## config.mk

```make
export PLATFORM = sky130hd
export DESIGN_NAME = baud_reload_gen
export DESIGN_NICKNAME = d
export VERILOG_FILES = /design/src/rtl/bgen_pkg.sv /design/src/rtl/bgen_reload_reg.sv /design/src/rtl/bgen_down_counter.sv /design/src/rtl/baud_reload_gen.sv
export SDC_FILE = /design/constraint.sdc
export NUM_CORES = 1
export LEC_CHECK = 0
export BUFFER_PORTS_ARGS = -buffer_cell sky130_fd_sc_hd__buf_2
export CORE_MARGIN = 10
export CORE_UTILIZATION = 40
export CTS_CLUSTER_DIAMETER = 100
export DETAILED_ROUTE_END_ITERATION = 16
export GPL_ROUTABILITY_DRIVEN = 0
export GPL_TIMING_DRIVEN = 1
export PLACE_DENSITY = 0.57
export SLEW_MARGIN = 20
export SYNTH_ARGS = -nofsm -noshare
export SYNTH_HDL_FRONTEND = slang
export SYNTH_HIERARCHICAL = 1
export SYNTH_SLANG_ARGS = --single-unit
```

## constraint.sdc

```tcl
create_clock -name clk -period 7.2 [get_ports clk]
set_clock_uncertainty 0.2 [all_clocks]
set_input_delay 1.44 -clock clk [delete_from_list [all_inputs] [get_ports clk]]
set_output_delay 1.44 -clock clk [all_outputs]
set_load 0.01 [all_outputs]
```

## src/rtl/bgen_pkg.sv

```systemverilog
package bgen_pkg;
   localparam int unsigned DIR_COUNT = 2;
   typedef enum int unsigned {
      DIR_TX = 0,
      DIR_RX = 1
   } dir_e;
endpackage

```

## src/rtl/bgen_reload_reg.sv

```systemverilog
module bgen_reload_reg #(
   parameter int unsigned RELOAD_W = 15,
   parameter int unsigned BUS_W    = 16
) (
   input  logic                clk,
   input  logic                rst_n,
   input  logic                serial_en_i,
   input  logic                wr_en_i,
   input  logic [BUS_W-1:0]    wr_data_i,
   output logic [RELOAD_W-1:0] reload_o,
   output logic                load_o
);
   logic [RELOAD_W-1:0] reload_q;

   // A write is taken only while the serial function is off.
   assign load_o = wr_en_i & ~serial_en_i;

   always_ff @(posedge clk or negedge rst_n) begin
      if (!rst_n)
         reload_q <= '0;
      else if (load_o)
         reload_q <= wr_data_i[RELOAD_W-1:0];
   end

   assign reload_o = reload_q;

   // divisor frozen while serial_en is high
   a_r6_locked_hold: assert property (@(posedge clk) disable iff (!rst_n)
      serial_en_i |=> $stable(reload_o));

   // a high top data bit is dropped, the rest is taken
   a_r7_top_bit_dropped: assert property (@(posedge clk) disable iff (!rst_n)
      (load_o && wr_data_i[BUS_W-1]) |=> reload_o == $past(wr_data_i[RELOAD_W-1:0]));
endmodule

```

## src/rtl/bgen_down_counter.sv

```systemverilog
module bgen_down_counter #(
   parameter int unsigned CNT_W = 15
) (
   input  logic             clk,
   input  logic             rst_n,
   input  logic             load_i,
   input  logic [CNT_W-1:0] load_val_i,
   input  logic [CNT_W-1:0] reload_i,
   output logic [CNT_W-1:0] count_o,
   output logic             tick_o
);
   logic [CNT_W-1:0] count_q;
   logic             running;

   assign running = (reload_i != '0);

   always_ff @(posedge clk or negedge rst_n) begin
      if (!rst_n)
         count_q <= '0;
      else if (load_i)
         count_q <= load_val_i;
      else if (running) begin
         if (count_q == '0)
            count_q <= reload_i;
         else
            count_q <= count_q - 1'b1;
      end
   end

   assign count_o = count_q;
   assign tick_o  = running && (count_q == '0);

   // the count stays within the divisor
   a_r8_count_bound: assert property (@(posedge clk) disable iff (!rst_n)
      count_q <= reload_i);

   // the count steps down by one between strobes
   a_r2_step_down: assert property (@(posedge clk) disable iff (!rst_n)
      (running && !load_i && count_q != '0) |=> count_q == $past(count_q) - 1'b1);

   // the counter reloads after a strobe
   a_r2_reload_after_tick: assert property (@(posedge clk) disable iff (!rst_n)
      (tick_o && !load_i) |=> count_q == $past(reload_i));

   // a parked counter stays at zero
   a_r4_parked: assert property (@(posedge clk) disable iff (!rst_n)
      (reload_i == '0 && !load_i) |=> count_q == '0);
endmodule

```

## src/rtl/baud_reload_gen.sv

```systemverilog
module baud_reload_gen
   import bgen_pkg::*;
#(
   parameter int unsigned RELOAD_W = 15,
   parameter int unsigned BUS_W    = 16
) (
   input  logic             clk,
   input  logic             rst_n,
   input  logic             serial_en,
   input  logic             wr_en,
   input  logic [BUS_W-1:0] wr_data,
   output logic [BUS_W-1:0] rd_data,
   output logic             tx_tick,
   output logic             rx_tick
);
   localparam int unsigned PAD_W = BUS_W - RELOAD_W;

   generate
      if (RELOAD_W < 1 || RELOAD_W >= BUS_W) begin : g_bad_width
         $error("RELOAD_W must be at least 1 and narrower than BUS_W");
      end
   endgenerate

   logic [RELOAD_W-1:0] reload;
   logic                load;
   logic [RELOAD_W-1:0] cnt  [DIR_COUNT];
   logic                tick [DIR_COUNT];

   bgen_reload_reg #(
      .RELOAD_W(RELOAD_W),
      .BUS_W   (BUS_W)
   ) u_reload (
      .clk        (clk),
      .rst_n      (rst_n),
      .serial_en_i(serial_en),
      .wr_en_i    (wr_en),
      .wr_data_i  (wr_data),
      .reload_o   (reload),
      .load_o     (load)
   );

   generate
      for (genvar d = 0; d < DIR_COUNT; d++) begin : g_dir
         bgen_down_counter #(
            .CNT_W(RELOAD_W)
         ) u_cnt (
            .clk       (clk),
            .rst_n     (rst_n),
            .load_i    (load),
            .load_val_i(wr_data[RELOAD_W-1:0]),
            .reload_i  (reload),
            .count_o   (cnt[d]),
            .tick_o    (tick[d])
         );
      end
   endgenerate

   assign tx_tick = tick[DIR_TX];
   assign rx_tick = tick[DIR_RX];
   assign rd_data = {{PAD_W{1'b0}}, cnt[DIR_TX]};

   // both directions strobe together
   a_r5_dirs_agree: assert property (@(posedge clk) disable iff (!rst_n)
      tx_tick == rx_tick);

   // an accepted write restarts the count at the new divisor
   a_r3_restart: assert property (@(posedge clk) disable iff (!rst_n)
      load |=> rd_data == {{PAD_W{1'b0}}, $past(wr_data[RELOAD_W-1:0])});

   // the top readback bit is always zero
   a_r7_read_top_zero: assert property (@(posedge clk) disable iff (!rst_n)
      (wr_en && wr_data[BUS_W-1]) |=> !rd_data[BUS_W-1]);
endmodule

```

; Word-level counts from Yosys, hierarchy flattened
; Index checks and enable logic that the tools add are counted.
[classes]
add_sub_neg = 2
mul = 0
shifts = 0
bitwise = 2
magnitude_cmp = 0
mux = 6
eq_ne = 0
reduce_logical = 6
n_div = 0
[ops]
columns = cell, count
row1 = $mux 15, 6
row2 = $logic_not 15->1, 2
row3 = $sub 15x1->15 const B, 2
row4 = $reduce_bool 15->1, 1
row5 = $logic_and 1x1->1, 2
row6 = $reduce_bool 2->1, 1
row7 = $and 1x1->1, 1
row8 = $not 1->1, 1
[word_totals]
ram_bits = 0
wordCells = 19
mem_count = 0
reg_bits = 45
output_inout_bits = 18
input_bits = 20
latch_bits = 0
rom_bits = 0

; Longest topological paths before layout
; Gate-level depths: netlist (run 1).
[logic_depth]
ltp_word = 4
ltp_mapped = 9
mapped_depth_nobuf = 7

; Modules after synthesis
; Netlist (run 1), hierarchy kept.
[by_module_without_submodules]
columns = mod, cells_each, instances, seq_area_each_um2, area_each_um2
row1 = bgen_down_counter at g_dir[1].u_cnt, 153, 1, 375.4, 1292.5
row2 = bgen_down_counter at g_dir[0].u_cnt, 151, 1, 375.4, 1221.2
row3 = bgen_reload_reg, 33, 1, 375.4, 623.1
row4 = baud_reload_gen, 2, 1, 0.0, 11.3

; Least setup slack after synthesis (run 1)
; OpenSTA, ideal clock, no wires.
[synth_timing]
path_type = register -> output
startpoint = register g_dir[0].u_cnt.count_q[0]
endpoint = output port tx_tick
required_time_ns = 5.560
n_path_buf = 2
setup_slack_ns = 3.523
path_stages_with_launch = 8
arrival_ns = 2.037
cell_sequence = dfrtp_1 > inv_1 > ha_1 > or4b_4 > or4_4 > buf_6 > buf_8 > nor2_1
[synth_between]
elab_chain_cells = 2
[synth_rtl]
columns = item, line_no
row1 = from (decl), bgen_down_counter.sv:12  ; logic [CNT_W-1:0] count_q;
row2 = from (signal assigned), bgen_down_counter.sv:21  ; count_q <= load_val_i;
row3 = from (signal assigned), bgen_down_counter.sv:24  ; count_q <= reload_i;
row4 = from (signal assigned), bgen_down_counter.sv:26  ; count_q <= count_q - 1'b1;
row5 = $logic_not 15->1, bgen_down_counter.sv:31  ; assign tick_o = running && (count_q == '0);
row6 = $logic_and 1x1->1, bgen_down_counter.sv:31
row7 = to (decl), baud_reload_gen.sv:13  ; output logic tx_tick,
; No other way between the ends.

; Final worst setup path (run 1)
; Ends and elaborated chain as after synthesis.

==> results.py, run 1 <==
metrics = {
    "status": {
        "status": "completed",
    },
    "sta": {
        "fmax_mhz": 246,
        "min_period_ns": 4.07,
        "hold_viol": 0,
        "tightest_slew_ns": 1.03,
        "fin_setup_tns_ns": 0,
        "setup_violations": 0,
        "slew_headroom_pct": 30.9,
        "rsz0062_at_grt": "no",
        "fin_crit_sh_pct": 56.5,
        "holdWs_ns": 0.431,
        "drv_slew": 0,
    },
    "route": {
        "routed-via-count": 2717,
        "detail-route-antenna-nets": 0,
        "finalWirelength_microns": 8410,
        "drt-vias-per-instance": 5.89,
        "drtIter0Drc": 196,
        "drc_errors": 0,
        "post_drt_wl_per_cell_microns": 18.2,
        "dr.pass1.iters": 4,
    },
    "cells_and_area": {
        "drive_gt1_share_pct": 22.6,
        "num_antenna_cells": 0,
        "fillers": 784,
        "fin_cells": 461,
        "multiInputGateArea_sq_mm": 0.00183,
        "nNetsFinal": 382,
        "area_growth_pct": 7.71,
        "postLayoutCellArea_sq_mm": 0.00339,
        "seq_area_sq_mm": 0.00113,
    },
    "worst_hold_path": {
        "min_path_type": "reg -> reg",
    },
    "critical_path": {
        "crit_arrival_ns": 2.43,
        "crit_required_ns": 5.56,
        "end_kind": "output pin",
        "critPathKind": "reg -> out",
        "path_cells": "inv_1, ha_1, or4b_4, or4_4, nor2_1, buf_2",
        "critical-path-max-stage-delay_ns": 0.57,
        "path_max_fanout": 18,
        "start_kind": "register",
        "cpMaxStageDelayCell": "or4_4",
    },
    "global_route": {
        "grt-ovfl-total": 0,
        "grt_pass1_wl_microns": 13900,
        "antenna_found_initial": 0,
        "grt_max_degree": 46,
        "track_usage_pct": 14.6,
        "grt_pass1_vias": 2712,
    },
    "run": {
        "cap_viol_max_count": 0,
    },
    "yosys": {
        "ys_async_sr_fraction_pct": 100,
        "synth_cell_types": 68,
        "synth_flop_cell": "dfrtp_1",
        "ys_seq_area_share_pct": 35.8,
        "synth_cells": 339,
        "syn_nets": 363,
        "synth-edff-count": 0,
        "synth_largest_area_cell": "dfrtp_1",
        "synth_top_area_share_pct": 35.8,
        "syn_avg_cell_area_sq_um": 9.29,
        "synth_common_cells": "45 x dfrtp_1, 41 x a21oi_1, 24 x nor2_1",
        "synth.area.top_cells": "dfrtp_1 36%, a21oi_1 6.5%, mux2_4 4.3%, mux2_2 2.9%, nor2_1 2.9%",
        "ys_seq_elements": 45,
        "ys_warn_count": 6,
        "synth_area_sq_mm": 0.00315,
        "synth_most_common_cell": "dfrtp_1",
    },
    "power": {
        "p_clk_share_pct": 21.3,
        "combinationalPowerShare_pct": 31.6,
        "seq_power_share_pct": 47.1,
        "sw_frac_of_total_pct": 38.1,
        "power.density_mw_per_mm2": 249,
        "p_sw_uw": 322,
        "internal_power_uw": 522,
        "ir_worst_vdd_v": 0.0000984,
        "p_leak_uw": 0.00135,
    },
    "placement": {
        "port_buffers": 35,
        "postPlaceCellArea_sq_mm": 0.00329,
        "dpl.cell_count": 453,
        "hpwl_microns": 5980,
    },
    "floorplan": {
        "dieArea_sq_mm": 0.0118,
        "core-area_sq_mm": 0.00769,
        "die_h_microns": 109,
        "fp.dieW_microns": 109,
        "io_pins": 38,
        "std_cell_rows": 32,
        "initial_utilization_pct": 41.0,
    },
    "cts": {
        "clk_path_buf_depth": 2,
        "cts.repair.resized": 0,
        "cts_buffers": 5,
        "cts_root_buf": "clkbuf_8",
        "cts_sinks": 45,
        "cts_tree": "done",
        "cts.htree.levels": 2,
        "post_cts_buffers": 0,
        "clk_pin_slew_ns": 0.09,
        "holdBufCountCts": 0,
        "clk_latency_ns": 0.30,
    },
}
[routing by layer]
metal  GRT usage (%)  share of wire, %  up-vias
li1                -                 -     1322
met1            19.5                48     1341
met2            23.8                47       50
met3            2.95               4.9        4
met4            3.30              0.55        0
met5               0                 0        -
[state kept, by name, summed over array words and instances (netlist names)]
| register | cells |
|---|---|
| g_dir.u_cnt/count_o | 30 |
| u_reload/reload_o | 15 |
[through the flow]
stage	util (%)	worst slack (ns)	power, uW
2_1_floorplan	-	3.52	594
3_3_place_gp	42.8	3.47	663
3_5_place_dp	42.8	3.45	669
4_1_cts	44.1	3.13	849
5_1_grt	44.1	3.00	905
6_report	44.1	3.13	845
[power by group through the flow]
| stage | Combinational (uW) | Clock (uW) | Sequential [uW] |
|---|---|---|---|
| after floorplan | 213 | 0 | 381 |
| after global placement | 264 | 0 | 400 |
| after detailed placement | 267 | 0 | 402 |
| after CTS | 268 | 184 | 398 |
| after global routing | 300 | 192 | 413 |
| final | 267 | 180 | 398 |
[cell type report]
class                           count  area share (%)
Tap cell                          102            3.76
Sequential cell                    45            33.2
Clock inverter                      1           0.148
Timing Repair Buffer               36            5.46
Inverter                            6           0.664
Multi-Input combinational cell    264            53.9
Clock buffer                        7            2.84
[final timing paths]
check / endpoint / slack, ns / startpoint / depth (start not counted)
max: tx_tick / 3.13 / g_dir[0].u_cnt/count_o[0] / 6
min: u_reload/reload_o[1] / 0.43 / u_reload/reload_o[1] / 1
max reg2reg: g_dir[0].u_cnt/count_o[0] / 4.50 / g_dir[0].u_cnt/count_o[0] / 7
min reg2reg: u_reload/reload_o[1] / 0.43 / u_reload/reload_o[1] / 1
max in group asynchronous: u_reload/reload_o[9] / 5.44 / rst_n / 1
min in group asynchronous: g_dir[1].u_cnt/count_o[8] / 0.93 / rst_n / 1
[kinds of logic (layout without fill, tap and decap cells)]
logic type	Yosys count	in the layout	synth area share [%]
buffers and inverters	30	50	6.16
xor gates and xnor gates	3	3	0.835
AOI/OAI and AO/OA	111	111	23.2
muxes	21	21	8.51
adders and majority gates	4	4	1.59
and+or+nand+nor	124	124	23.8
other	1	1	0.119
DFF	45	45	35.8
[layout by cell type, fill, tap and decap left out, drive strengths merged, types with 5 or more instances in the layout]
| cell | count |
|---|---|
| nor3b | 5 |
| o211ai | 9 |
| clkbuf | 7 |
| nor2b | 14 |
| o21ai | 16 |
| nand3 | 8 |
| dfrtp | 45 |
| nor2 | 24 |
| nor4 | 11 |
| nand4 | 5 |
| mux2 | 19 |
| nand2 | 21 |
| nor3 | 16 |
| inv | 6 |
| a21oi | 42 |
| buf | 36 |
| o31ai | 10 |
[worst max-delay path, delay by kind of cell, from the launching register on]
kind	cells	cell delay, ns
and+or+nand+nor	3	1.21
buffers and inverters	2	0.27
adders and majority gates	1	0.20
DFF	1	0.43
Power figures use the tool's default switching activity.
==> run 2: changes to the inputs <==
- PLACE_DENSITY: 0.57 -> 0.6
- clock period: 7.2 -> 3.5 ns (I/O delays scaled with it)
==> run 2 against run 1 <==
Net effect:
- non-clock buffer count rose by 6
- global-route usage barely moved
- first-iteration DRC count fell by 2.6%
- wire length rose by 1.1%
- cell count rose by 1.3%
- flip-flop and latch count did not move
- utilization rose by 1.1 points
- total power rose by 110%
- hold slack got worse by 0.22 ns
- clock power rose by 130%
- die area did not move
- largest power group unchanged
- highest routed layer unchanged
==> results.py, run 2 (synthesized netlist as in run 1, its figures left out) <==
metrics = {
    "cells_and_area": {
        "layout_commonest_cell": "dfrtp_1",
        "seq_area_sq_mm": 0.00113,
        "num_antenna_cells": 0,
        "final_cell_mix": "45 x dfrtp_1, 41 x a21oi_1, 34 x buf_2",
        "largest_reg_flops": 30,
        "final_core_util_pct": 45.2,
        "fillers": 812,
        "drive_gt1_share_pct": 23.6,
        "nNetsFinal": 388,
        "area_growth_pct": 10.4,
        "multiInputGateArea_sq_mm": 0.00183,
    },
    "sta": {
        "rsz0062_at_grt": "no",
        "drv_slew": 0,
        "holdWs_ns": 0.213,
        "setup_violations": 0,
        "fin_setup_tns_ns": 0,
        "min_period_ns": 3.28,
        "slew_headroom_pct": 33.3,
        "fmax_mhz": 305,
        "hold_viol": 0,
        "fin_crit_sh_pct": 93.7,
        "tightest_slew_ns": 0.999,
    },
    "power": {
        "sw_frac_of_total_pct": 36.8,
        "p_leak_uw": 0.00139,
        "p_sw_uw": 660,
        "ir_worst_vdd_v": 0.000225,
        "power.density_mw_per_mm2": 517,
        "p_clk_share_pct": 23.0,
        "internal_power_uw": 1140,
        "seq_power_share_pct": 45.9,
        "combinationalPowerShare_pct": 31.1,
    },
    "global_route": {
        "antenna_found_initial": 0,
        "grt_max_degree": 46,
        "grt-ovfl-total": 0,
        "track_usage_pct": 14.6,
        "grt_pass1_vias": 2716,
        "grt_pass1_wl_microns": 13900,
    },
    "run": {
        "cap_viol_max_count": 0,
    },
    "route": {
        "drc_errors": 0,
        "routed-via-count": 2778,
        "drt-vias-per-instance": 5.95,
        "dr.pass1.iters": 4,
        "drtIter0Drc": 191,
        "post_drt_wl_per_cell_microns": 18.2,
        "detail-route-antenna-nets": 0,
        "finalWirelength_microns": 8500,
    },
    "cts": {
        "clk_latency_ns": 0.30,
        "post_cts_buffers": 0,
        "clk_path_buf_depth": 2,
        "cts_sinks": 45,
        "cts_root_buf": "clkbuf_8",
        "holdBufCountCts": 0,
        "cts_buffers": 5,
        "clk_pin_slew_ns": 0.08,
        "cts_tree": "done",
        "cts.repair.resized": 0,
        "cts.htree.levels": 2,
    },
    "placement": {
        "hpwl_microns": 6180,
        "port_buffers": 35,
    },
    "floorplan": {
        "die_h_microns": 109,
        "io_pins": 38,
        "dieArea_sq_mm": 0.0118,
        "fp.dieW_microns": 109,
        "core-area_sq_mm": 0.00769,
        "std_cell_rows": 32,
        "initial_utilization_pct": 41.0,
    },
    "worst_hold_path": {
        "min_path_type": "in -> async",
    },
    "critical_path": {
        "crit_required_ns": 2.60,
        "start_kind": "register",
        "critPathKind": "reg -> out",
        "end_kind": "output pin",
        "crit_arrival_ns": 2.38,
        "reg2reg_slack_ns": 0.81,
        "path_max_fanout": 18,
    },
    "status": {
        "status": "completed",
    },
}
==> run 2: changes by cell type in the layout (fill, tap and decap cells not counted) <==
cell | before | now
clkinv_2 | 1 | 0
clkbuf_8 | 7 | 6
clkbuf_1 | 0 | 1
buf_12 | 0 | 2
buf_4 | 2 | 6
bufinv_16 | 0 | 1
==> run 2: worst paths after layout <==
kind                                           start                          to  cells past startpoint
hold / removal                                 rst_n  g_dir[1].u_cnt/count_o[12]                      1
min in group clk                u_reload/reload_o[1]        u_reload/reload_o[1]                      1
setup reg to reg           g_dir[0].u_cnt/count_o[0]   g_dir[0].u_cnt/count_o[0]                      7
max in group asynchronous                      rst_n   g_dir[1].u_cnt/count_o[0]                      1
hold reg to reg                 u_reload/reload_o[1]        u_reload/reload_o[1]                      1
setup / recovery           g_dir[0].u_cnt/count_o[0]                     tx_tick                      6
==> run 2: critical path, stage by stage (launching register included) <==
cell and delay [ns]:
dfrtp_1 0.43, inv_1 0.13, ha_1 0.19, or4b_4 0.51, or4_4 0.57, nor2_1 0.12
buf_2 0.14
==> run 2: layer usage <==
layer / track usage, % / wire length (microns)
met4: 3.58 / 93
met3: 2.42 / 352
met1: 19.7 / 4070
met5: 0 / 0
met2: 23.8 / 3990
==> run 2: metrics by stage <==
stage          worst slack, ns  power (uW)  area (sq um)  cells
6_report                 0.221        1800          3480    467
5_1_grt                 0.0958        1930          3480    467
4_1_cts                  0.216        1820          3470    467
3_5_place_dp             0.560        1390          3360    459
3_3_place_gp             0.583        1380          3360    459
2_1_floorplan            0.563        1220          3150    339
==> run 2: power by group through the flow <==
stage / Clock (uW) / Sequential (uW) / Combinational (uW)
final: 413 / 824 / 558
after global routing: 449 / 848 / 630
after CTS: 431 / 820 / 564
after detailed placement: 0 / 828 / 562
after global placement: 0 / 823 / 553
after floorplan: 0 / 784 / 439
==> run 2: layout make-up <==
| class | count | area share, % |
|---|---|---|
| Inverter | 6 | 0.648 |
| Sequential cell | 45 | 32.4 |
| Tap cell | 102 | 3.67 |
| Multi-Input combinational cell | 264 | 52.6 |
| Clock inverter | 1 | 0.864 |
| Timing Repair Buffer | 42 | 7.34 |
| Clock buffer | 7 | 2.48 |
